===== src/rtl/amo_pc_pkg.sv =====
package amo_pc_pkg;

    typedef enum logic [3:0] {
        OP_SWAP = 4'd0,
        OP_ADD  = 4'd1,
        OP_AND  = 4'd2,
        OP_OR   = 4'd3,
        OP_XOR  = 4'd4,
        OP_MAX  = 4'd5,
        OP_MAXU = 4'd6,
        OP_MIN  = 4'd7,
        OP_MINU = 4'd8
    } amo_op_e;

    typedef enum logic [1:0] {
        LVL_NONE  = 2'd0,
        LVL_SWAP  = 2'd1,
        LVL_LOGIC = 2'd2,
        LVL_ARITH = 2'd3
    } amo_lvl_e;

    typedef enum logic [1:0] {
        OUT_GO     = 2'd0,
        OUT_MISAL  = 2'd1,
        OUT_AFAULT = 2'd2,
        OUT_XFAULT = 2'd3
    } out_kind_e;

    localparam int GRAN_KINDS = 4;

    function automatic logic is_unaligned(input logic [2:0] lo, input logic dword);
        return dword ? (lo != 3'd0) : (lo[1:0] != 2'd0);
    endfunction

    function automatic logic gran_size_legal(input int g);
        return (g == 0) || (g >= 2 && g <= 4096 && (g & (g - 1)) == 0);
    endfunction

endpackage


===== src/rtl/amo_perm_rule.sv =====
module amo_perm_rule
    import amo_pc_pkg::*;
(
    input  logic [3:0] op,
    input  logic [1:0] lvl,
    output logic       allowed
);
    logic [1:0] need;
    logic       known;

    always_comb begin
        known = 1'b1;
        case (op)
            OP_SWAP:                                 need = LVL_SWAP;
            OP_AND, OP_OR, OP_XOR:                   need = LVL_LOGIC;
            OP_ADD, OP_MAX, OP_MAXU, OP_MIN, OP_MINU: need = LVL_ARITH;
            default: begin
                need  = LVL_ARITH;
                known = 1'b0;
            end
        endcase
        allowed = known && (lvl != LVL_NONE) && (lvl >= need);
    end
endmodule


===== src/rtl/amo_gran_rescue.sv =====
module amo_gran_rescue
    import amo_pc_pkg::*;
#(
    parameter int AW       = 32,
    parameter int MAX_GRAN = 8
) (
    input  logic [AW-1:0]         paddr,
    input  logic                  dword,
    input  logic [GRAN_KINDS-1:0] gran_on,
    output logic                  rescued
);
    logic [AW-1:0]         last_byte;
    logic [GRAN_KINDS-1:0] hit;

    assign last_byte = paddr + (dword ? AW'(7) : AW'(3));

    for (genvar k = 0; k < GRAN_KINDS; k++) begin : g_gran
        localparam int GBYTES = 2 << k;
        if (GBYTES <= MAX_GRAN) begin : g_live
            localparam logic [AW-1:0] KEEP = ~(AW'(GBYTES) - AW'(1));
            assign hit[k] = gran_on[k] && ((paddr & KEEP) == (last_byte & KEEP));
        end else begin : g_off
            assign hit[k] = 1'b0;
        end
    end

    assign rescued = |hit;
endmodule


===== src/rtl/amo_perm_check.sv =====
module amo_perm_check
    import amo_pc_pkg::*;
#(
    parameter int AW          = 32,
    parameter int MAX_GRAN    = 8,
    parameter bit MISAL_EARLY = 1'b0,
    parameter bit HAS_XLATE   = 1'b1
) (
    input  logic                  clk,
    input  logic                  rst,
    input  logic                  req_valid,
    output logic                  req_ready,
    input  logic [AW-1:0]         req_vaddr,
    input  logic                  req_dword,
    input  logic [3:0]            req_op,
    output logic                  xl_req_valid,
    output logic [AW-1:0]         xl_req_vaddr,
    input  logic                  xl_rsp_valid,
    input  logic [AW-1:0]         xl_rsp_paddr,
    input  logic                  xl_rsp_fault,
    output logic [AW-1:0]         pma_addr,
    input  logic [1:0]            pma_amo_lvl,
    input  logic [GRAN_KINDS-1:0] pma_gran,
    output logic                  res_valid,
    input  logic                  res_ready,
    output logic [1:0]            res_kind,
    output logic [AW-1:0]         res_paddr
);
    if (MISAL_EARLY && MAX_GRAN != 0) begin : g_bad_prio
        $error("early misaligned priority needs MAX_GRAN of 0");
    end
    if (!gran_size_legal(MAX_GRAN)) begin : g_bad_gran
        $error("MAX_GRAN must be 0 or a power of two from 2 to 4096");
    end

    typedef enum logic [1:0] {ST_IDLE, ST_XL, ST_PMA, ST_OUT} st_e;

    typedef struct packed {
        logic [AW-1:0] va;
        logic          dw;
        logic [3:0]    op;
    } ctx_t;

    st_e           st;
    ctx_t          ctx;
    logic [AW-1:0] paddr_q;
    out_kind_e     kind_q;

    logic perm_ok;
    logic rescued;
    logic ctx_unal;
    logic req_unal;
    logic take;
    logic pma_stage;

    amo_perm_rule u_rule (
        .op      (ctx.op),
        .lvl     (pma_amo_lvl),
        .allowed (perm_ok)
    );

    amo_gran_rescue #(.AW(AW), .MAX_GRAN(MAX_GRAN)) u_gran (
        .paddr   (paddr_q),
        .dword   (ctx.dw),
        .gran_on (pma_gran),
        .rescued (rescued)
    );

    assign ctx_unal  = is_unaligned(ctx.va[2:0], ctx.dw);
    assign req_unal  = is_unaligned(req_vaddr[2:0], req_dword);
    assign take      = req_valid && (st == ST_IDLE);
    assign pma_stage = (st == ST_PMA);

    always_ff @(posedge clk) begin
        if (rst) begin
            st      <= ST_IDLE;
            ctx     <= '0;
            paddr_q <= '0;
            kind_q  <= OUT_GO;
        end else begin
            case (st)
                ST_IDLE: if (take) begin
                    ctx <= '{va: req_vaddr, dw: req_dword, op: req_op};
                    paddr_q <= req_vaddr;
                    if (MISAL_EARLY && req_unal) begin
                        kind_q <= OUT_MISAL;
                        st     <= ST_OUT;
                    end else if (HAS_XLATE) begin
                        st <= ST_XL;
                    end else begin
                        st <= ST_PMA;
                    end
                end
                ST_XL: if (xl_rsp_valid) begin
                    if (xl_rsp_fault) begin
                        kind_q <= OUT_XFAULT;
                        st     <= ST_OUT;
                    end else begin
                        paddr_q <= xl_rsp_paddr;
                        st      <= ST_PMA;
                    end
                end
                ST_PMA: begin
                    if (!perm_ok)
                        kind_q <= OUT_AFAULT;
                    else if (ctx_unal && !rescued)
                        kind_q <= OUT_MISAL;
                    else
                        kind_q <= OUT_GO;
                    st <= ST_OUT;
                end
                ST_OUT: if (res_ready) st <= ST_IDLE;
                default: st <= ST_IDLE;
            endcase
        end
    end

    assign req_ready    = (st == ST_IDLE);
    assign xl_req_valid = HAS_XLATE && (st == ST_XL);
    assign xl_req_vaddr = ctx.va;
    assign pma_addr     = paddr_q;
    assign res_valid    = (st == ST_OUT);
    assign res_kind     = kind_q;
    assign res_paddr    = paddr_q;
endmodule


===== config.mk =====
export PLATFORM = sky130hd
export DESIGN_NAME = amo_perm_check
export DESIGN_NICKNAME = d
export VERILOG_FILES = /design/src/rtl/amo_pc_pkg.sv /design/src/rtl/amo_perm_rule.sv /design/src/rtl/amo_gran_rescue.sv /design/src/rtl/amo_perm_check.sv
export SDC_FILE = /design/constraint.sdc
export NUM_CORES = 1
export LEC_CHECK = 0
export BUFFER_PORTS_ARGS = -buffer_cell sky130_fd_sc_hd__buf_2
export CAP_MARGIN = 20
export CORE_ASPECT_RATIO = 1.75
export CORE_MARGIN = 2
export CORE_UTILIZATION = 40
export DETAILED_ROUTE_END_ITERATION = 10
export HOLD_SLACK_MARGIN = 0.03
export PLACE_DENSITY = 0.71
export SETUP_SLACK_MARGIN = 0.05
export SYNTH_ARGS = -nofsm -noshare
export SYNTH_HDL_FRONTEND = slang
export SYNTH_SLANG_ARGS = --single-unit
export TNS_END_PERCENT = 1

===== constraint.sdc =====
create_clock -name clk -period 2.8 [get_ports clk]
set_input_delay 0.28 -clock clk [delete_from_list [all_inputs] [get_ports clk]]
set_output_delay 0.28 -clock clk [all_outputs]
set_load 0.01 [all_outputs]

==> results.yml, run 1 <==
detailed_routing:
  routed.top_layer: "met4"
  ant_nets: 0
  route.detailed.drc: 0
  wl_mm: 9.28
  wl_met2_mm: 4.97
  met3_length_um: 434
  drt-initial-drc-count: 66
  vias: 3231
  dr.pass1.iters: 4
  m1WireLength_mm: 3.66
  via_per_inst: 4.90
  wl_per_cell_um: 14.1
synth:
  syn_area_per_cell_sq_um: 8.74
  ys_seq_elements: 73
  async_reset_ff_share_pct: 0
  synth_seq_area_share_pct: 39.2
  yosysTopAreaCell: "dfxtp_1"
  synth_area_sq_mm: 0.00373
  synth_top_area_share_pct: 39.2
  synthCells: 427
  synth_edf_count: 0
  ys_top_cells_by_area: "dfxtp_1 39%, buf_4 14%, mux2i_1 9.1%"
  synth_common_cells: "78 x nand2_1, 73 x dfxtp_1, 68 x buf_4, 39 x a21oi_1, 36 x nor2_1"
  syn_nets: 516
  yosys_warnings: 0
  ys_types: 35
  ys.flop_type: "dfxtp_1"
  post-synth-top-count-cell: "nand2_1"
floorplan:
  core_region_area_sq_mm: 0.00909
  die_x_um: 77.0
  num_rows: 46
  die_h_um: 132
  pin_count: 182
  start_util_pct: 41.0
  die_area_sq_mm: 0.0101
global_routing:
  grt_pass1_vias: 3172
  antenna_found_initial: 0
  grt.overflow.total: 0
  grt_start_max_net_pins: 59
  grt_usage_pct: 18.4
  grt_pass1_wl_mm: 15.1
power:
  power_frac_comb_pct: 47.8
  pwr-share-seq_pct: 31.2
  p_int_uw: 2960
  p_switching_uw: 2010
  power_density_mw_per_mm2: 1100
  leakage_uw: 0.00215
  sw_frac_of_total_pct: 40.4
  vdd_drop_max_v: 0.000644
  clkPwrFrac_pct: 21.0
placed_design:
  portBuffers: 180
  hpwlAfterDp_mm: 6.95
  finalWeightedCongestion: 0.808
clock_tree:
  numCtsBuffers: 9
  cts_tree: "done"
  root_buffer: "clkbuf_16"
  cts_sinks: 73
  clk_pin_slew_ns: 0.06
  clk_path_buf_depth: 2
  cts_resized: 0
  cts_max_level: 3
  holdBufCountCts: 0
  postCtsSetupBuffers: 0
  insertion_delay_ns: 0.32
worst_setup_path:
  worstPathRequired_ns: 3.04
  start_kind: "register"
  worstPathMaxFanout: 4
  slowest_delay_ns: 0.33
  endpoint_kind: "register"
  path_buf_inv: 0
  critical_path_class: "register to register"
  cpLargestDelayFamily: "simple AND/OR/NAND/NOR gates"
  critical_path_arrival_ns: 2.26
  crit_slowest_cell: "dfxtp_1"
  path_cells: "nor2_1, mux2i_1, or2_2, ha_1, nor3b_1, nor3_2, o311ai_1, o21a_1, a211oi_2"
run:
  drv_cap: 0
sta:
  slew_headroom_pct: 48.8
  finalHoldViolations: 0
  clock_skew_ns: 0.00546
  slew_viol_final: 0
  period_minus_slack_ns: 2.02
  max_freq_ghz: 0.495
  period_share_pct: 72.1
  setup_viol: 0
  tns_ns: 0
  tightest_slew_ns: 0.767
  rsz0062_at_grt: "false"
cells_and_area:
  area_delta_synth_final_pct: 21.7
  nFillCells: 910
  insertedDiodeCount: 0
  final_util_pct: 49.9
  drive_gt1_share_pct: 41.9
  num-nets-final: 624
hold_path:
  hp-class: "input port to register"
run_status:
  status: "finished, final reports clean"
metal layers:
layer | global-route usage [%] | vias up
met5 | 0 | -
met3 | 4.38 | 14
met2 | 33.8 | 109
met1 | 19.8 | 1510
li1 | - | 1598
met4 | 7.64 | 0
layout make-up:
cell class	count	area, sq um	share of cell area [%]
clock buffers	13	260	5.73
clock inverters	3	15.0	0.331
inverters	9	33.8	0.744
multi-input cells	256	1640	36.0
flip-flops and latches	73	1460	32.2
well taps	120	150	3.31
repair buffers	186	983	21.7
stage by stage:
step | total power [uW] | setup slack (ns) | cell area [sq um] | hold slack (ns) | std cells
2_1_floorplan | 3500 | 1.03 | 3730 | 0.416 | 427
3_5_place_dp | 3980 | 0.772 | 4270 | 0.443 | 644
4_1_cts | 5050 | 0.762 | 4540 | 0.183 | 660
3_3_place_gp | 3890 | 0.833 | 4270 | 0.441 | 644
6_report | 4970 | 0.780 | 4540 | 0.195 | 660
5_1_grt | 5340 | 0.645 | 4540 | 0.199 | 660
cell families (layout without fill, tap and decap cells):
group                      Yosys count  in the layout  share of synthesized area, %
and+or+nand+nor                    125            125                          13.5
xor gates and xnor gates             3              3                         0.704
muxes                               34             34                          9.12
buffers and inverters               98            211                          17.0
adders and majority gates            8              8                          2.68
DFF                                 73             73                          39.2
AOI/OAI and AO/OA                   86             86                          17.7
registers in the layout (all words and copies together), names as in the netlist:
name and flops:
ctx 5, st 2, res_kind 2, pma_addr 32, xl_req_vaddr 32
power by group through the flow:
stage	Clock [uW]	Sequential, uW	Combinational [uW]
floorplan	0	1620	1880
global placement	0	1550	2340
detailed placement	0	1570	2410
CTS	1080	1550	2420
global route	1130	1590	2620
finish	1050	1550	2380
path summary, 6_finish.rpt:
check	to	slack, ns	start	depth (start not counted)
worst max register to register	res_kind[0]	0.78	ctx[0]	9
worst min register to register	xl_req_vaddr[11]	0.45	xl_req_vaddr[11]	2
worst min-delay path	ctx[3]	0.20	req_op[3]	3
worst max-delay path	res_kind[0]	0.78	ctx[0]	9
worst min-delay path: cells and delay by family:
family                 cells  cell delay (ns)
AO/OA/AOI/OAI              1             0.05
buffers and inverters      1             0.10
AND/OR/NAND/NOR            1             0.04
cell usage in the layout, fill, tap and decap left out, types with 2 or more instances in the layout:
cell	count
a211oi_1	12
a211oi_2	21
a21oi_1	39
buf_12	3
buf_2	180
buf_4	3
clkbuf_1	2
clkbuf_16	9
clkbuf_8	2
clkinv_2	3
dfxtp_1	73
ha_1	7
inv_1	9
mux2i_1	34
nand2_1	78
nor2_1	36
nor2b_1	2
o21ai_0	3
o31a_1	2
xor2_1	2
Note: power is estimated with default switching activity, not from simulation.
==> run 2: changes to the inputs <==
Settings changed: ABC_AREA set to 1.
Clock period 2.8 ns to 2 ns, I/O delays scaled along.
==> results.yml, run 2 <==
floorplan:
  die_x_um: 77.0
  core_region_area_sq_mm: 0.00904
  pin_count: 182
  die_h_um: 132
  die_area_sq_mm: 0.0101
  start_util_pct: 41.2
  num_rows: 46
clock_tree:
  insertion_delay_ns: 0.33
  cts_tree: "done"
  postCtsSetupBuffers: 0
  cts_max_level: 3
  clk_path_buf_depth: 2
  root_buffer: "clkbuf_16"
  numCtsBuffers: 9
  cts_sinks: 73
  clk_pin_slew_ns: 0.06
worst_setup_path:
  ff2ff_setup_slack_ns: 0.20
  cp_common_cell: "inv_1"
  critical_path_arrival_ns: 2.06
  r2r_cells: 9
  crit_slowest_cell: "dfxtp_1"
  timing.rr.end: "pma_addr[9]"
  endpoint_kind: "register"
  worstPathRequired_ns: 2.26
  worstPathMaxFanout: 22
  path_cells: "inv_1, ha_2, nand2_1, inv_1, nor2_4, nand2_4, buf_4, o21ai_0, nor2_1"
  critical_path_class: "register to register"
  r2r-start: "st[1]"
  slowest_delay_ns: 0.33
  path_buf_inv: 3
  start_kind: "register"
  cpLargestDelayFamily: "buffers and inverters"
cells_and_area:
  multi_input_area_sq_mm: 0.00145
  seqCellArea_sq_mm: 0.00146
  finalInstanceArea_sq_mm: 0.00463
  final_common_cell: "buf_2"
  num-nets-final: 715
  insertedDiodeCount: 0
  layout_common_cells: "180 x buf_2, 105 x o21ai_0, 73 x dfxtp_1"
  drive_gt1_share_pct: 35.3
  area_delta_synth_final_pct: 24.3
  nFillCells: 931
synth:
  ys_seq_elements: 73
  yosys_warnings: 0
  ys_top_cells_by_area: "dfxtp_1 39%, o21ai_0 14%, buf_4 13%"
  synth_top_area_share_pct: 39.2
  post-synth-top-count-cell: "o21ai_0"
  syn_nets: 605
  synth_common_cells: "105 x o21ai_0, 73 x dfxtp_1, 64 x buf_4, 64 x nor2_1"
  async_reset_ff_share_pct: 0
  synth_area_sq_mm: 0.00373
  ys_types: 24
  synth_seq_area_share_pct: 39.2
  yosysTopAreaCell: "dfxtp_1"
  synthCells: 516
  syn_area_per_cell_sq_um: 7.22
  ys.flop_type: "dfxtp_1"
  synth_edf_count: 0
power:
  vdd_drop_max_v: 0.000751
  leakage_uw: 0.00244
  power_density_mw_per_mm2: 1590
placed_design:
  dpl_cell_area_sq_mm: 0.00423
  finalWeightedCongestion: 0.842
  pre_cts_slack_ns: 0.164
  portBuffers: 180
  hpwlAfterDp_mm: 7.08
global_routing:
  antenna_found_initial: 0
  grt_usage_pct: 18.5
  grt.overflow.total: 0
  grt_pass1_wl_mm: 15.1
  grt_pass1_vias: 3313
  grt_start_max_net_pins: 39
run:
  drv_cap: 0
sta:
  layout_setup_ws_ns: 0.204
  period_share_pct: 89.8
  setup_viol: 0
  tightest_slew_ns: 0.361
  max_freq_ghz: 0.557
  tns_ns: 0
  slew_headroom_pct: 75.9
  clock_skew_ns: 0.00570
  period_minus_slack_ns: 1.80
  rsz0062_at_grt: "false"
  slew_viol_final: 0
  finalHoldViolations: 0
hold_path:
  hold_path_end: "xl_req_vaddr[0]"
  hp-start: "req_vaddr[0]"
  hold_path_depth: 3
  hp-class: "input port to register"
run_status:
  status: "finished, final reports clean"
detailed_routing:
  wl_mm: 9.51
  ant_nets: 0
  dr.pass1.iters: 4
  vias: 3521
  route.detailed.drc: 0
  drt-initial-drc-count: 103
  wl_per_cell_um: 12.7
  via_per_inst: 4.69
run 2: where the power goes:
part           internal (uW)  total, uW  switching, uW
Clock                   1470       2080            612
Sequential              1950       2280            332
Combinational           1150       3010           1860
run 2: how the worst max path moves through the flow:
stage	from	endpoint	slack [ns]	depth (start not counted)
after floorplan	st[1]	pma_addr[22]	0.37	11
after global placement	st[0]	pma_addr[16]	0.24	10
after detailed placement	st[0]	pma_addr[12]	0.16	10
after CTS	st[0]	pma_addr[9]	0.12	10
after global routing	st[1]	pma_addr[24]	0.08	9
final	st[1]	pma_addr[9]	0.20	9
run 2: through the flow:
stage / util (%) / hold slack (ns) / power (uW) / std cells
floorplan: - / 0.269 / 4760 / 516
finish: 51.3 / 0.115 / 7370 / 751
CTS: 51.2 / 0.106 / 7460 / 751
detailed placement: 46.8 / 0.378 / 5340 / 734
global route: 51.3 / 0.119 / 7910 / 751
global placement: 46.8 / 0.375 / 5260 / 734
run 2: area by class of cell:
type / count / area share, %
Inverter: 54 / 4.40
Clock buffer: 9 / 4.86
Timing Repair Buffer: 190 / 21.2
Clock inverter: 7 / 3.59
Multi-Input combinational cell: 298 / 31.2
Sequential cell: 73 / 31.5
Tap cell: 120 / 3.24
run 2: tightest hold or removal path: cells and delay by family:
family | cells | cell delay [ns]
buffers and inverters | 2 | 0.11
AO/OA/AOI/OAI | 1 | 0.10
run 2: cells by family (layout without fill, tap and decap cells):
| group | after synthesis | after routing | synth area share (%) |
|---|---|---|---|
| compound gates | 153 | 153 | 20.7 |
| fa+ha+maj | 8 | 8 | 2.69 |
| buf+inv | 145 | 260 | 22.1 |
| flops | 73 | 73 | 39.2 |
| simple gates | 137 | 137 | 15.3 |
run 2: routing by layer:
| layer | vias to the layer above | part of all wire, % | global-route usage (%) |
|---|---|---|---|
| met5 | - | 0 | 0 |
| met1 | 1588 | 38 | 19.2 |
| met4 | 0 | 3.4 | 10.2 |
| met2 | 107 | 54 | 34.3 |
| met3 | 22 | 4.3 | 3.50 |
| li1 | 1804 | - | - |
run 2: timing repair:
action | CTS | global route
endpoints found under the setup margin | 0 | 10
hold buffers | 1 | 0
resized for setup | 0 | 1
endpoints found under the hold margin | 1 | 0
